File: config.mk
export PLATFORM = sky130hd
export DESIGN_NAME = branch_fetch_ctrl
export DESIGN_NICKNAME = d
export VERILOG_FILES = /design/src/rtl/fetch_pkg.sv /design/src/rtl/fetch_rst_sync.sv /design/src/rtl/fetch_seq.sv /design/src/rtl/fetch_pipe.sv /design/src/rtl/fetch_perf.sv /design/src/rtl/branch_fetch_ctrl.sv
export SDC_FILE = /design/constraint.sdc
export NUM_CORES = 1
export LEC_CHECK = 0
export CORE_ASPECT_RATIO = 1.75
export CORE_MARGIN = 5
export CORE_UTILIZATION = 45
export CTS_BUF_LIST = sky130_fd_sc_hd__clkbuf_8
export CTS_CLUSTER_SIZE = 25
export DETAILED_ROUTE_END_ITERATION = 10
export PLACE_DENSITY = 0.74
export SLEW_MARGIN = 40
export SYNTH_ARGS = -nofsm -noshare
export SYNTH_HDL_FRONTEND = slang
export SYNTH_SLANG_ARGS = --single-unit
File: constraint.sdc
create_clock -name clk -period 7.8 [get_ports clk]
set_input_delay 2.34 -clock clk [delete_from_list [all_inputs] [get_ports clk]]
set_output_delay 2.34 -clock clk [all_outputs]
set_load 0.05 [all_outputs]
File: src/rtl/fetch_pkg.sv
package fetch_pkg;

  typedef enum logic [1:0] {
    ST_VALID  = 2'b00,
    ST_BUBBLE = 2'b01,
    ST_CANCEL = 2'b10,
    ST_DSLOT  = 2'b11
  } slot_stat_e;

  typedef enum logic [1:0] {
    POL_STALL = 2'd0,
    POL_PNT   = 2'd1,
    POL_DELAY = 2'd2,
    POL_RSVD  = 2'd3
  } br_policy_e;

  // distance in cycles between fetch of a branch and its resolution
  localparam int unsigned RESOLVE_DIST = 2;
  // byte step between sequential fetches
  localparam int unsigned PC_STEP      = 4;
  // stage count behind fetch: decode, resolve, completion
  localparam int unsigned PIPE_STAGES  = 3;
  localparam int unsigned RES_IDX      = RESOLVE_DIST - 1;
  localparam int unsigned RET_IDX      = PIPE_STAGES - 1;

endpackage

File: src/rtl/fetch_rst_sync.sv
module fetch_rst_sync #(
  parameter int unsigned SYNC_STAGES = 2
) (
  input  logic clk,
  input  logic rst_n,
  output logic rst_sync_n
);
  logic [SYNC_STAGES-1:0] sync_q;

  always_ff @(posedge clk or negedge rst_n) begin
    if (!rst_n) begin
      sync_q <= '0;
    end else begin
      sync_q <= {sync_q[SYNC_STAGES-2:0], 1'b1};
    end
  end

  assign rst_sync_n = sync_q[SYNC_STAGES-1];
endmodule

File: src/rtl/fetch_seq.sv
module fetch_seq
  import fetch_pkg::*;
#(
  parameter int unsigned AW = 16
) (
  input  logic          clk,
  input  logic          rst_n,
  input  br_policy_e    pol_i,
  input  logic          imem_branch_i,
  input  logic          redir_i,
  input  logic [AW-1:0] redir_pc_i,
  output logic [AW-1:0] pc_o,
  output slot_stat_e    stat_o,
  output logic          isbr_o,
  output logic          err_o
);
  localparam logic [1:0] HAZ_LOAD = 2'(RESOLVE_DIST);

  logic [AW-1:0] pc_q, pc_d;
  logic [1:0]    hold_q, hold_d;
  logic [1:0]    dly_q, dly_d;
  logic          err_q, err_d;
  logic          fetching, in_dslot, pol_stall, pol_delay;
  logic          pc_en;

  assign pol_delay = (pol_i == POL_DELAY);
  assign pol_stall = (pol_i == POL_STALL) || (pol_i == POL_RSVD);

  // slot classification for the current fetch
  always_comb begin
    fetching = (hold_q == 2'd0);
    in_dslot = (dly_q != 2'd0);
    if (!fetching) begin
      stat_o = ST_BUBBLE;
    end else if (in_dslot) begin
      stat_o = ST_DSLOT;
    end else begin
      stat_o = ST_VALID;
    end
    isbr_o = fetching && !in_dslot && imem_branch_i;
    err_d  = fetching && in_dslot && imem_branch_i;
  end

  // next-state
  always_comb begin
    pc_en = redir_i || fetching;
    if (redir_i) begin
      pc_d = redir_pc_i;
    end else begin
      pc_d = pc_q + AW'(PC_STEP);
    end

    if (hold_q != 2'd0) begin
      hold_d = hold_q - 2'd1;
    end else if (isbr_o && pol_stall) begin
      hold_d = HAZ_LOAD;
    end else begin
      hold_d = 2'd0;
    end

    if (fetching && in_dslot) begin
      dly_d = dly_q - 2'd1;
    end else if (isbr_o && pol_delay) begin
      dly_d = HAZ_LOAD;
    end else begin
      dly_d = dly_q;
    end
  end

  always_ff @(posedge clk or negedge rst_n) begin
    if (!rst_n) begin
      pc_q   <= '0;
      hold_q <= 2'd0;
      dly_q  <= 2'd0;
      err_q  <= 1'b0;
    end else begin
      if (pc_en) begin
        pc_q <= pc_d;
      end
      hold_q <= hold_d;
      dly_q  <= dly_d;
      err_q  <= err_d;
    end
  end

  assign pc_o  = pc_q;
  assign err_o = err_q;

  AST_STALL_BUBBLE: assert property (@(posedge clk) disable iff (!rst_n)
    (isbr_o && pol_stall) |=> (stat_o == ST_BUBBLE));
  AST_ERR_FROM_DSLOT: assert property (@(posedge clk) disable iff (!rst_n)
    err_o |-> ($past(stat_o) == ST_DSLOT));
  AST_DSLOT_ONLY_DELAY: assert property (@(posedge clk) disable iff (!rst_n)
    (stat_o == ST_DSLOT) |-> pol_delay);
endmodule

File: src/rtl/fetch_pipe.sv
module fetch_pipe
  import fetch_pkg::*;
#(
  parameter int unsigned AW = 16
) (
  input  logic          clk,
  input  logic          rst_n,
  input  logic [AW-1:0] f_pc_i,
  input  slot_stat_e    f_stat_i,
  input  logic          f_isbr_i,
  input  logic          squash_i,
  output logic          res_valid_o,
  output logic [AW-1:0] res_pc_o,
  output logic          ret_occ_o,
  output slot_stat_e    ret_stat_o,
  output logic [AW-1:0] ret_pc_o
);
  logic            occ_q  [PIPE_STAGES];
  slot_stat_e      stat_q [PIPE_STAGES];
  logic [AW-1:0]   pc_q   [PIPE_STAGES];
  logic            isbr_q [RES_IDX+1];

  logic            occ_in  [PIPE_STAGES];
  slot_stat_e      stat_in [PIPE_STAGES];
  logic [AW-1:0]   pc_in   [PIPE_STAGES];

  // stage inputs: slots entering stages up to resolve are squashed on a taken prediction miss
  always_comb begin
    for (int s = 0; s < int'(PIPE_STAGES); s++) begin
      if (s == 0) begin
        occ_in[s]  = 1'b1;
        stat_in[s] = f_stat_i;
        pc_in[s]   = f_pc_i;
      end else begin
        occ_in[s]  = occ_q[s-1];
        stat_in[s] = stat_q[s-1];
        pc_in[s]   = pc_q[s-1];
      end
      if (squash_i && (s <= int'(RES_IDX))) begin
        stat_in[s] = ST_CANCEL;
      end
    end
  end

  for (genvar s = 0; s < int'(PIPE_STAGES); s++) begin : g_stage
    always_ff @(posedge clk or negedge rst_n) begin
      if (!rst_n) begin
        occ_q[s]  <= 1'b0;
        stat_q[s] <= ST_BUBBLE;
        pc_q[s]   <= '0;
      end else begin
        occ_q[s]  <= occ_in[s];
        stat_q[s] <= stat_in[s];
        pc_q[s]   <= pc_in[s];
      end
    end
  end

  for (genvar s = 0; s <= int'(RES_IDX); s++) begin : g_brflag
    always_ff @(posedge clk or negedge rst_n) begin
      if (!rst_n) begin
        isbr_q[s] <= 1'b0;
      end else if (s == 0) begin
        isbr_q[s] <= f_isbr_i && !squash_i;
      end else begin
        isbr_q[s] <= isbr_q[s-1] && !squash_i;
      end
    end
  end

  assign res_valid_o = occ_q[RES_IDX] && isbr_q[RES_IDX];
  assign res_pc_o    = pc_q[RES_IDX];
  assign ret_occ_o   = occ_q[RET_IDX];
  assign ret_stat_o  = stat_q[RET_IDX];
  assign ret_pc_o    = pc_q[RET_IDX];

  AST_RES_NOT_CANCELLED: assert property (@(posedge clk) disable iff (!rst_n)
    res_valid_o |-> (stat_q[RES_IDX] != ST_CANCEL));
  AST_RETIRE_FOLLOWS: assert property (@(posedge clk) disable iff (!rst_n)
    ret_occ_o |-> $past(occ_q[RET_IDX-1]));
endmodule

File: src/rtl/fetch_perf.sv
module fetch_perf
  import fetch_pkg::*;
#(
  parameter int unsigned CW = 32
) (
  input  logic          clk,
  input  logic          rst_n,
  input  logic          ret_occ_i,
  input  slot_stat_e    ret_stat_i,
  output logic [CW-1:0] cycle_o,
  output logic [CW-1:0] waste_o
);
  logic [CW-1:0] cycle_q, waste_q;
  logic          waste_en;

  assign waste_en = ret_occ_i && ((ret_stat_i == ST_BUBBLE) || (ret_stat_i == ST_CANCEL));

  always_ff @(posedge clk or negedge rst_n) begin
    if (!rst_n) begin
      cycle_q <= '0;
      waste_q <= '0;
    end else begin
      cycle_q <= cycle_q + CW'(1);
      if (waste_en) begin
        waste_q <= waste_q + CW'(1);
      end
    end
  end

  assign cycle_o = cycle_q;
  assign waste_o = waste_q;

  AST_WASTE_BOUNDED: assert property (@(posedge clk) disable iff (!rst_n)
    waste_q <= cycle_q);
  AST_WASTE_STEP: assert property (@(posedge clk) disable iff (!rst_n)
    !waste_en |=> $stable(waste_q));
endmodule

File: src/rtl/branch_fetch_ctrl.sv
module branch_fetch_ctrl
  import fetch_pkg::*;
#(
  parameter int unsigned AW          = 16,
  parameter int unsigned CW          = 32,
  parameter int unsigned SYNC_STAGES = 2
) (
  input  logic          clk,
  input  logic          rst_n,
  input  logic [1:0]    mode_i,
  output logic [AW-1:0] fetch_pc_o,
  output logic [1:0]    fetch_stat_o,
  input  logic          imem_branch_i,
  output logic          res_valid_o,
  output logic [AW-1:0] res_pc_o,
  input  logic          br_taken_i,
  input  logic [AW-1:0] br_target_i,
  output logic          retire_valid_o,
  output logic [AW-1:0] retire_pc_o,
  output logic [1:0]    retire_stat_o,
  output logic          slot_err_o,
  output logic [CW-1:0] cycle_cnt_o,
  output logic [CW-1:0] waste_cnt_o
);
  logic          rst_s_n;
  br_policy_e    pol;
  slot_stat_e    f_stat, r_stat;
  logic          f_isbr, redir, squash, r_occ;

  assign pol    = br_policy_e'(mode_i);
  assign redir  = res_valid_o && br_taken_i;
  assign squash = redir && (pol == POL_PNT);

  fetch_rst_sync #(.SYNC_STAGES(SYNC_STAGES)) u_rst (
    .clk        (clk),
    .rst_n      (rst_n),
    .rst_sync_n (rst_s_n)
  );

  fetch_seq #(.AW(AW)) u_seq (
    .clk           (clk),
    .rst_n         (rst_s_n),
    .pol_i         (pol),
    .imem_branch_i (imem_branch_i),
    .redir_i       (redir),
    .redir_pc_i    (br_target_i),
    .pc_o          (fetch_pc_o),
    .stat_o        (f_stat),
    .isbr_o        (f_isbr),
    .err_o         (slot_err_o)
  );

  fetch_pipe #(.AW(AW)) u_pipe (
    .clk         (clk),
    .rst_n       (rst_s_n),
    .f_pc_i      (fetch_pc_o),
    .f_stat_i    (f_stat),
    .f_isbr_i    (f_isbr),
    .squash_i    (squash),
    .res_valid_o (res_valid_o),
    .res_pc_o    (res_pc_o),
    .ret_occ_o   (r_occ),
    .ret_stat_o  (r_stat),
    .ret_pc_o    (retire_pc_o)
  );

  fetch_perf #(.CW(CW)) u_perf (
    .clk        (clk),
    .rst_n      (rst_s_n),
    .ret_occ_i  (r_occ),
    .ret_stat_i (r_stat),
    .cycle_o    (cycle_cnt_o),
    .waste_o    (waste_cnt_o)
  );

  assign fetch_stat_o   = f_stat;
  assign retire_stat_o  = r_stat;
  assign retire_valid_o = r_occ && ((r_stat == ST_VALID) || (r_stat == ST_DSLOT));

  AST_MODE_HELD: assert property (@(posedge clk) disable iff (!rst_s_n)
    $stable(mode_i));
  AST_REDIRECT_TARGET: assert property (@(posedge clk) disable iff (!rst_s_n)
    (res_valid_o && br_taken_i) |=> (fetch_pc_o == $past(br_target_i)));
  AST_SQUASH_ONLY_PNT: assert property (@(posedge clk) disable iff (!rst_s_n)
    (r_occ && (r_stat == ST_CANCEL)) |-> (pol == POL_PNT));
  AST_RETIRE_CLEAN: assert property (@(posedge clk) disable iff (!rst_s_n)
    retire_valid_o |-> (retire_stat_o != ST_BUBBLE) && (retire_stat_o != ST_CANCEL));
endmodule

==> results of run 1 <==
## area by class of cell
class,count,area share
Tap cell,171,0.0283
Clock inverter,15,0.0196
Sequential cell,146,0.485
Inverter,12,0.00597
Timing Repair Buffer,142,0.190
Clock buffer,17,0.0310
Multi-Input combinational cell,268,0.240
## sequential cells by signal, indices dropped and copies added (netlist names), 16 cells and up
signal,cells
u_perf.waste_o,32
u_pipe.ret_pc_o,16
u_perf.cycle_o,32
u_seq.pc_o,16
u_pipe.pc_in,16
u_pipe.res_pc_o,16
## how the worst max path moves through the flow
| stage | startpoint | cells after the start | endpoint | slack (ns) |
|---|---|---|---|---|
| 6_report | u_seq.dly_q[0] | 4 | fetch_stat_o[1] | 3.05 |
| 5_1_grt | u_seq.dly_q[0] | 4 | fetch_stat_o[1] | 2.85 |
| 4_1_cts | u_seq.dly_q[0] | 4 | fetch_stat_o[1] | 2.98 |
| 3_5_place_dp | u_seq.dly_q[0] | 4 | fetch_stat_o[1] | 3.49 |
| 3_3_place_gp | u_seq.dly_q[0] | 4 | fetch_stat_o[1] | 3.56 |
| 2_1_floorplan | u_rst.sync_q[1] | 0 | u_perf.cycle_o[0] | 3.44 |
## metal layers
metal / track usage / vias to the layer above / wire length (um) / share of wire
met1: 0.192 / 1943 / 4540 / 0.37
met3: 0.0419 / 16 / 582 / 0.047
met4: 0.0667 / 0 / 267 / 0.021
met5: 0 / - / 0 / 0
met2: 0.311 / 120 / 7030 / 0.57
li1: - / 1808 / - / -
## per-stage QoR
stage,cell area (um2),utilization,hold slack [ns],std cells,power (W)
2_1_floorplan,5790,-,0.331,470,0.00188
3_3_place_gp,7130,0.557,0.333,738,0.00214
3_5_place_dp,7140,0.558,0.335,738,0.00216
4_1_cts,7520,0.588,0.344,770,0.00273
5_1_grt,7550,0.590,0.262,771,0.00283
6_report,7550,0.590,0.230,771,0.00270
## cells in the mapped netlist, types with 5 or more instances
library cell	count
and2_1	8
and3_1	16
and4_1	11
buf_4	34
clkbuf_1	9
dfrtp_1	143
ha_1	6
inv_1	12
nand2_1	34
nand3_1	15
nand4_1	35
nor2_1	13
nor3_1	12
nor4_1	5
o21ai_0	15
xnor2_1	36
xor2_1	39
## logic make-up (layout without fill, tap and decap cells)
kind of cell,after synthesis,count (layout),synth area share
AOI/OAI and AO/OA,19,19,0.0173
xor gates and xnor gates,75,75,0.113
DFF,146,146,0.632
muxes,4,4,0.00756
adders and majority gates,6,6,0.0130
buffers and inverters,56,186,0.0586
and+or+nand+nor,162,162,0.158
other,1,2,0.000648
## report_power, final
group	total, W	switching (W)	internal (W)
registers	0.00110	0.000139	0.000959
clock network	0.000567	0.000305	0.000262
logic	0.00104	0.000702	0.000334
total	0.00270	0.00115	0.00155
==> qor.txt, run 1 <==
==================================================================================================
Measured slew at the worst slew-check pin                                                 0.769 ns
Count of buffering cells on the critical path with inverters included                            2
Fraction of final layout cells sized beyond drive strength 1                                0.0783
Clock period minus worst slack                                                             4.75 ns
Post-synth EDFFs                                                                                 0
Synth cell types                                                                                33
Count of vias placed by the detailed router                                                  3,887
Initial DRT Pass Iterations                                                                      5
Effective utilization at floorplan                                                           0.452
Total count of max-transition violations in the final report                                     0
Register-to-register setup slack                                                           5.64 ns
Die Span Y                                                                                  160 um
Category of the most critical setup path                                              flip-flop to output port
Seq/Total Area, Yosys                                                                        0.632
Post-detailed-route wirelength per cell                                                    16.1 um
Critical Path Max Stage Delay                                                              0.91 ns
Reported leakage power                                                                     3.32 nW
Critical path's top delay family                                                      buffers and inverters
Aggregate negative setup slack                                                                0 ns
First-pass GRT wire length                                                               20,500 um
Startpoint type of the worst setup path                                                  flip-flop
Data required time of the worst path                                                       5.46 ns
Total global routing track utilization                                                       0.173
Root cell of the clock tree                                                               clkbuf_8
Number of max-cap violations                                                                     0
DRT antenna net count                                                                            0
Crit share post-route                                                                        0.610
Critical Path Slowest Stage Cell                                                      clkdlybuf4s50_1
Area growth from synthesis to layout                                                         30.4%
Share of flip-flops with an asynchronous set or reset                                         1.00
Final setup viols                                                                                0
Worst ir drop on vdd                                                                      0.252 mV
Total length of routed wires                                                             12,400 um
Tightest Hold Check Type                                                              flip-flop to asynchronous set/reset pin
Total clock buffers created by CTS                                                              17
Hold bufs inserted after CTS                                                                     0
Pin count of the biggest net entering global routing                                            81
Biggest area contributors in the synthesized netlist                                  dfrtp_1 62%, xor2_1 5.9%, xnor2_1 5.4%, buf_4 4.4%, nand4_1 3.8%
Port Buf Inserts                                                                               140
Number of primary I/O pins                                                                     141
Gr ovfl total                                                                                    0
Number of diodes added for antenna fixing                                                        0
Dpl ws                                                                                     3.49 ns
Depth of the most critical reg-to-reg path                                                       5
Run status                                                                            finished clean
Worst-path maximum fanout                                                                        5
Category of the worst setup path capture point                                         output port
Unrepaired setup endpoints after global routing                                                 no
Iteration-0 DRC count of the detailed router                                                   180
Maximum achievable frequency                                                             0.210 GHz
Post-cts gate resize count                                                                       0
Endpoint arrival time on the critical path                                                 2.41 ns
Die width                                                                                  95.7 um
Filler instances                                                                             1,092
Post-route worst setup slack                                                               3.05 ns
Gp weighted congestion                                                                       0.837
Leading cell type in the layout, fill and taps excluded                                    dfrtp_1
Area taken by flip-flops and latches                                                      3660 um2
Instance count of the mapped netlist                                                           469
Most frequent cells in the layout                                                     142 x dfrtp_1, 140 x clkdlybuf4s50_1, 39 x xor2_1
Post-Route Skew                                                                          0.0138 ns
Clock tree from TritonCTS                                                                     done
Synthesized flop and latch total                                                               146
Clock transition time at the flip-flop clock pins of the worst setup and hold paths        0.09 ns
Area used by multi-input combinational logic                                              1820 um2
Critical R2R Capture                                                                  u_perf.cycle_o[22]
Number of clock sinks                                                                          146
Vias per Instance                                                                             5.04
Critical path, cell by cell                                                           inv_1 -> ha_1 -> nor3_1 -> clkdlybuf4s50_1
Source-to-sink clock delay at the later pin of the worst-skew pair                         0.43 ns
Count of yosys warnings during synthesis                                                         0
Placed wire-length estimate after detailed placement                                       9120 um
Core Area                                                                               12,800 um2
Site row count                                                                                  55
Overall die area                                                                        15,300 um2
Slew headroom                                                                                0.486
Count of unresolved DRC violations after routing                                                 0
CTS Buffer Depth                                                                                 2
Most common flop cell mapped by yosys                                                      dfrtp_1
Number of H-tree branching levels                                                                4
Count of final hold-check violations                                                             0
Share of the synthesized area in the top cell type                                           0.618
Pwr per Cell Area                                                                       358 nW/um2
Yosys top cell by area                                                                     dfrtp_1
Post-Synthesis Mean Instance Area                                                         12.3 um2
Number of global-route vias before repair                                                    4,054
Initial antenna violation count                                                                  0
Number of post-CTS setup repair buffers                                                          0
Post-synthesis instance area                                                              5790 um2
Total Nets Final                                                                               615
Start of the worst register-to-register path                                          u_perf.cycle_o[0]
==================================================================================================
Note: power is estimated with default switching activity, not from simulation.
==> run 2, diff against run 1 <==
==> constraint.sdc (replaced) <==
create_clock -name clk -period 4.8 [get_ports clk]
set_input_delay 1.44 -clock clk [delete_from_list [all_inputs] [get_ports clk]]
set_output_delay 1.44 -clock clk [all_outputs]
set_load 0.05 [all_outputs]
==> qor.txt, run 2 (synthesis results as in run 1) <==
==================================================================================================
Run status                                                                            finished clean
Fraction of final layout cells sized beyond drive strength 1                                0.0782   -0.000130
Port Buf Inserts                                                                               140   unchanged
Gp weighted congestion                                                                       0.856   +2.2%
Area taken by flip-flops and latches                                                      3660 um2   unchanged
Critical path, cell by cell                                                           inv_1 -> ha_1 -> nor3_1 -> clkdlybuf4s50_1
Final setup viols                                                                                0   unchanged
Filler instances                                                                             1,089   -0.27%
Total global routing track utilization                                                       0.173   about the same
Initial antenna violation count                                                                  0   unchanged
Total Nets Final                                                                               616   +0.16%
Overall die area                                                                        15,300 um2   unchanged
Pin count of the biggest net entering global routing                                            38   -53%
Slew headroom                                                                                0.500   +0.0131
Unrepaired setup endpoints after global routing                                                 no
Number of global-route vias before repair                                                    4,057   +0.074%
First-pass GRT wire length                                                               20,600 um   +0.17%
Reported leakage power                                                                     3.34 nW   +0.73%
Cell Count, Final, Fillers Out                                                                 772   +0.13%
Depth of the most critical reg-to-reg path                                                       5   unchanged
Number of diodes added for antenna fixing                                                        0   unchanged
Critical path's top delay family                                                      buffers and inverters
Dpl ws                                                                                     1.43 ns   -2.05 ns
Post-route worst setup slack                                                              0.950 ns   -2.10 ns
Initial DRT Pass Iterations                                                                      4   -1
Dpl cells                                                                                      740   +0.27%
Post-Route Skew                                                                          0.0128 ns   -0.00104 ns
Maximum achievable frequency                                                             0.260 GHz
Total clock buffers created by CTS                                                              17   unchanged
Critical Path Slowest Stage Cell                                                      clkdlybuf4s50_1
Met1 layer wirelength in the final routing                                                 4580 um   +0.93%
Start of the worst register-to-register path                                          u_perf.cycle_o[0]
Clock period minus worst slack                                                             3.85 ns
Post-cts gate resize count                                                                       0   unchanged
CTS Buffer Depth                                                                                 2   unchanged
Number of clock sinks                                                                          146   unchanged
DRT antenna net count                                                                            0   unchanged
Tightest Hold Check Type                                                              flip-flop to asynchronous set/reset pin
Total length of routed wires                                                             12,400 um   about the same
Count of final hold-check violations                                                             0   unchanged
Die Span Y                                                                                  160 um   unchanged
Number of max-cap violations                                                                     0   unchanged
Number of H-tree branching levels                                                                4   unchanged
Site row count                                                                                  55   unchanged
Iteration-0 DRC count of the detailed router                                                   179   -0.56%
Number of post-CTS setup repair buffers                                                          0   unchanged
Measured slew at the worst slew-check pin                                                 0.744 ns   -0.0249 ns
Vias per Instance                                                                             5.01   -0.59%
Data required time of the worst path                                                       3.36 ns   -2.10 ns
Count of unresolved DRC violations after routing                                                 0   unchanged
Crit share post-route                                                                        0.802
Root cell of the clock tree                                                               clkbuf_8
Die width                                                                                  95.7 um   unchanged
Category of the worst setup path capture point                                         output port
Leading cell type in the layout, fill and taps excluded                                    dfrtp_1
Startpoint type of the worst setup path                                                  flip-flop
Number of primary I/O pins                                                                     141   unchanged
DR WL met2                                                                                 6960 um   -1.1%
Area used by multi-input combinational logic                                              1820 um2   unchanged
Category of the most critical setup path                                              flip-flop to output port
Source-to-sink clock delay at the later pin of the worst-skew pair                         0.43 ns   about the same
Critical R2R Capture                                                                  u_perf.cycle_o[26]
Count of vias placed by the detailed router                                                  3,869   -0.46%
Hold bufs inserted after CTS                                                                     0   unchanged
Post-route core utilization                                                                  0.593   +0.00293
Post-detailed-route wirelength per cell                                                    16.1 um   -0.14%
Area growth from synthesis to layout                                                         31.1%
Most frequent cells in the layout                                                     142 x dfrtp_1, 140 x clkdlybuf4s50_1, 39 x xor2_1
Core Area                                                                               12,800 um2   unchanged
Total met3 wirelength after detailed routing                                                628 um   +7.9%
Gr ovfl total                                                                                    0   unchanged
Total count of max-transition violations in the final report                                     0   unchanged
Endpoint arrival time on the critical path                                                 2.41 ns   about the same
Aggregate negative setup slack                                                                0 ns   unchanged
Worst ir drop on vdd                                                                      0.383 mV   +52%
Worst-path maximum fanout                                                                        5   unchanged
Pwr per Cell Area                                                                       588 nW/um2   +64%
Register-to-register setup slack                                                           2.68 ns   -2.96 ns
Critical Path Max Stage Delay                                                              0.91 ns   about the same
Effective utilization at floorplan                                                           0.452   unchanged
Count of buffering cells on the critical path with inverters included                            2   unchanged
Placed wire-length estimate after detailed placement                                       9450 um   +3.7%
Top Metal Used                                                                                met4
Clock tree from TritonCTS                                                                     done
Clock transition time at the flip-flop clock pins of the worst setup and hold paths        0.08 ns   about the same
==================================================================================================
## run 2: changes by cell type in the layout (fill, tap and decap cells not counted), sizes merged
cell / delta
inv: -3
buf: +1
clkinvlp: -1
bufinv: +2
clkinv: +2
## run 2: final cells by class
class,count,area share
Sequential cell,146,0.483
Multi-Input combinational cell,268,0.239
Timing Repair Buffer,143,0.189
Clock buffer,17,0.0308
Tap cell,171,0.0282
Clock inverter,15,0.0239
Inverter,12,0.00594
## run 2: worst max-delay path by stage
stage	slack, ns	cells past startpoint	to	start
after CTS	0.94	4	fetch_stat_o[1]	u_seq.dly_q[0]
after global routing	0.76	4	fetch_stat_o[1]	u_seq.dly_q[0]
after floorplan	0.44	0	u_perf.cycle_o[0]	u_rst.sync_q[1]
after global placement	1.46	4	fetch_stat_o[1]	u_seq.dly_q[0]
final	0.95	4	fetch_stat_o[1]	u_seq.dly_q[0]
after detailed placement	1.43	4	fetch_stat_o[1]	u_seq.dly_q[0]
## run 2: routing by layer
metal,GRT usage,vias up
met5,0,-
met4,0.0699,0
met3,0.0476,19
met1,0.187,1924
met2,0.310,115
li1,-,1811
## run 2: metrics by stage
stage	area, um2	power [W]	hold WS, ns
floorplan	5790	0.00306	0.331
global placement	7130	0.00347	0.332
detailed placement	7170	0.00352	0.317
CTS	7580	0.00452	0.325
global route	7590	0.00467	0.352
finish	7590	0.00446	0.299
## run 2: power by group
group	switching [W]	internal (W)
registers	0.000227	0.00156
logic	0.00115	0.000543
clock network	0.000470	0.000520
==> run 3, diff against run 2 <==
==> constraint.sdc (replaced) <==
create_clock -name clk -period 3.8 [get_ports clk]
set_input_delay 1.14 -clock clk [delete_from_list [all_inputs] [get_ports clk]]
set_output_delay 1.14 -clock clk [all_outputs]
set_load 0.05 [all_outputs]
==> qor.txt, run 3 (synthesis results as in run 1) <==
==================================================================================================
Number of clock sinks                                                                          146   unchanged
Slew headroom                                                                                0.466   -0.0339
Aggregate negative setup slack                                                                0 ns   unchanged
Depth of the most critical reg-to-reg path                                                       5   unchanged
Maximum achievable frequency                                                             0.284 GHz
Die width                                                                                  95.7 um   unchanged
Placed wire-length estimate after detailed placement                                       9160 um   -3.1%
Dpl cells                                                                                      739   -0.14%
Global Route met3 Usage                                                                     0.0410   -0.00660
Root cell of the clock tree                                                               clkbuf_8
Pin count of the biggest net entering global routing                                           116   +210%
Initial DRT Pass Iterations                                                                      4   unchanged
Cell Count, Final, Fillers Out                                                                 771   -0.13%
Clock group share of total power                                                             0.209   -0.013
Startpoint type of the worst setup path                                                  flip-flop
Vias per Instance                                                                             5.00   -0.18%
Effective utilization at floorplan                                                           0.452   unchanged
Core Area                                                                               12,800 um2   unchanged
Post-cts gate resize count                                                                       0   unchanged
Run status                                                                            finished clean
Comb power frac                                                                              0.385   +0.007
Area used by multi-input combinational logic                                              1810 um2   about the same
Port Buf Inserts                                                                               140   unchanged
Total length of routed wires                                                             12,500 um   +0.86%
Met1 global-route usage                                                                      0.194   +0.00676
Number of diodes added for antenna fixing                                                        0   unchanged
Unrepaired setup endpoints after global routing                                                 no
Endpoint arrival time on the critical path                                                 2.39 ns   -0.02 ns
Worst ir drop on vdd                                                                      0.479 mV   +25%
Data required time of the worst path                                                       2.66 ns   -0.70 ns
Worst setup path start                                                                u_seq.dly_q[0]
Post-detailed-route wirelength per cell                                                    16.3 um   +0.99%
Gp weighted congestion                                                                       0.818   -4.5%
Hold slack final                                                                          0.264 ns   -0.0352 ns
Number of max-cap violations                                                                     0   unchanged
Pwr per Cell Area                                                                       737 nW/um2   +25%
Worst-path maximum fanout                                                                        5   unchanged
Number of primary I/O pins                                                                     141   unchanged
Area growth from synthesis to layout                                                         30.3%
Fraction of final layout cells sized beyond drive strength 1                                0.0767   -0.00154
Source-to-sink clock delay at the later pin of the worst-skew pair                         0.43 ns   about the same
Measured slew at the worst slew-check pin                                                 0.795 ns   +0.0516 ns
Post-Route Skew                                                                          0.0143 ns   +0.00155 ns
Critical R2R Capture                                                                  u_perf.cycle_o[28]
First-pass GRT wire length                                                               20,700 um   +0.47%
Highest-utilization routing layer at the global route stage                                   met2
Met2 layer usage reported by global route                                                    0.314   +0.00380
Iteration-0 DRC count of the detailed router                                                   172   -3.9%
Total clock buffers created by CTS                                                              17   unchanged
Final setup viols                                                                                0   unchanged
Total Nets Final                                                                               615   -0.16%
Category of the most critical setup path                                              flip-flop to output port
Number of post-CTS setup repair buffers                                                          0   unchanged
Site row count                                                                                  55   unchanged
DRT antenna net count                                                                            0   unchanged
Clock tree from TritonCTS                                                                     done
Die Span Y                                                                                  160 um   unchanged
Share of total power in sequential cells                                                     0.406   +0.006
Count of unresolved DRC violations after routing                                                 0   unchanged
Gr ovfl total                                                                                    0   unchanged
Number of global-route vias before repair                                                    4,035   -0.54%
Post-route core utilization                                                                  0.590   -0.00323
Dpl ws                                                                                    0.746 ns   -0.686 ns
Hold bufs inserted after CTS                                                                     0   unchanged
Leading cell type in the layout, fill and taps excluded                                    dfrtp_1
Count of vias placed by the detailed router                                                  3,857   -0.31%
Fraction of power spent switching nets                                                       0.426   +0.0131
Most frequent cells in the layout                                                     142 x dfrtp_1, 140 x clkdlybuf4s50_1, 39 x xor2_1
Clock period minus worst slack                                                             3.53 ns
Initial antenna violation count                                                                  0   unchanged
Total count of max-transition violations in the final report                                     0   unchanged
Category of the worst setup path capture point                                         output port
Net Sw Power                                                                             0.00237 W   +28%
Start of the worst register-to-register path                                          u_perf.cycle_o[0]
Register-to-register setup slack                                                           1.71 ns   -0.97 ns
Total global routing track utilization                                                       0.175   +0.00179
CTS Buffer Depth                                                                                 2   unchanged
Clock transition time at the flip-flop clock pins of the worst setup and hold paths        0.09 ns   about the same
Number of H-tree branching levels                                                                4   unchanged
Crit share post-route                                                                        0.928
Post-route worst setup slack                                                              0.273 ns   -0.677 ns
Reported leakage power                                                                     3.31 nW   -0.94%
Area taken by flip-flops and latches                                                      3660 um2   unchanged
Int Power                                                                                0.00319 W   +22%
Tightest Hold Check Type                                                              flip-flop to asynchronous set/reset pin
Count of final hold-check violations                                                             0   unchanged
Overall die area                                                                        15,300 um2   unchanged
Filler instances                                                                             1,077   -1.1%
==================================================================================================
==> run 3: changes by cell type in the layout (fill, tap and decap cells not counted), sizes merged <==
cell / previous run / this run
buf: 3 / 2
bufinv: 3 / 1
clkinv: 6 / 3
clkinvlp: 1 / 4
inv: 17 / 19
==> run 3: how the worst max path moves through the flow <==
stage                      endpoint  slack (ns)  depth (start not counted)
CTS                 fetch_stat_o[1]        0.24                          4
floorplan           fetch_stat_o[1]        0.83                          3
global placement    fetch_stat_o[1]        0.77                          4
finish              fetch_stat_o[1]        0.27                          4
global route        fetch_stat_o[1]        0.14                          4
detailed placement  fetch_stat_o[1]        0.75                          4
==> run 3: layout make-up <==
cell class | count | area share
sequential | 146 | 0.485
multi-input combinational | 268 | 0.240
timing repair buffer | 142 | 0.189
clock buffer | 17 | 0.0310
tap | 171 | 0.0284
clock inverter | 15 | 0.0197
inverter | 12 | 0.00597
==> run 3: stage by stage <==
step / cell area (um2) / total power [W]
after floorplan: 5790 / 0.00386
after global placement: 7150 / 0.00439
after detailed placement: 7160 / 0.00445
after CTS: 7540 / 0.00563
after global routing: 7550 / 0.00583
final: 7550 / 0.00556
==> run 3: metal layers <==
layer  part of all wire  wire length, um
met3              0.042              530
met5                  0                0
met2               0.57             7100
met4              0.021              269
met1               0.37             4630
==> run 3: power groups by stage <==
stage / combinational [W] / clock (W) / sequential (W)
floorplan: 0.00125 / 0 / 0.00261
global placement: 0.00212 / 0 / 0.00227
detailed placement: 0.00215 / 0 / 0.00230
CTS: 0.00216 / 0.00120 / 0.00227
global route: 0.00223 / 0.00128 / 0.00233
finish: 0.00214 / 0.00116 / 0.00226
==> run 3: critical path, stage by stage (launching register included) <==
cell and delay (ns):
dfrtp_1 0.38, inv_1 0.06, ha_1 0.23, nor3_1 0.39
clkdlybuf4s50_1 0.90
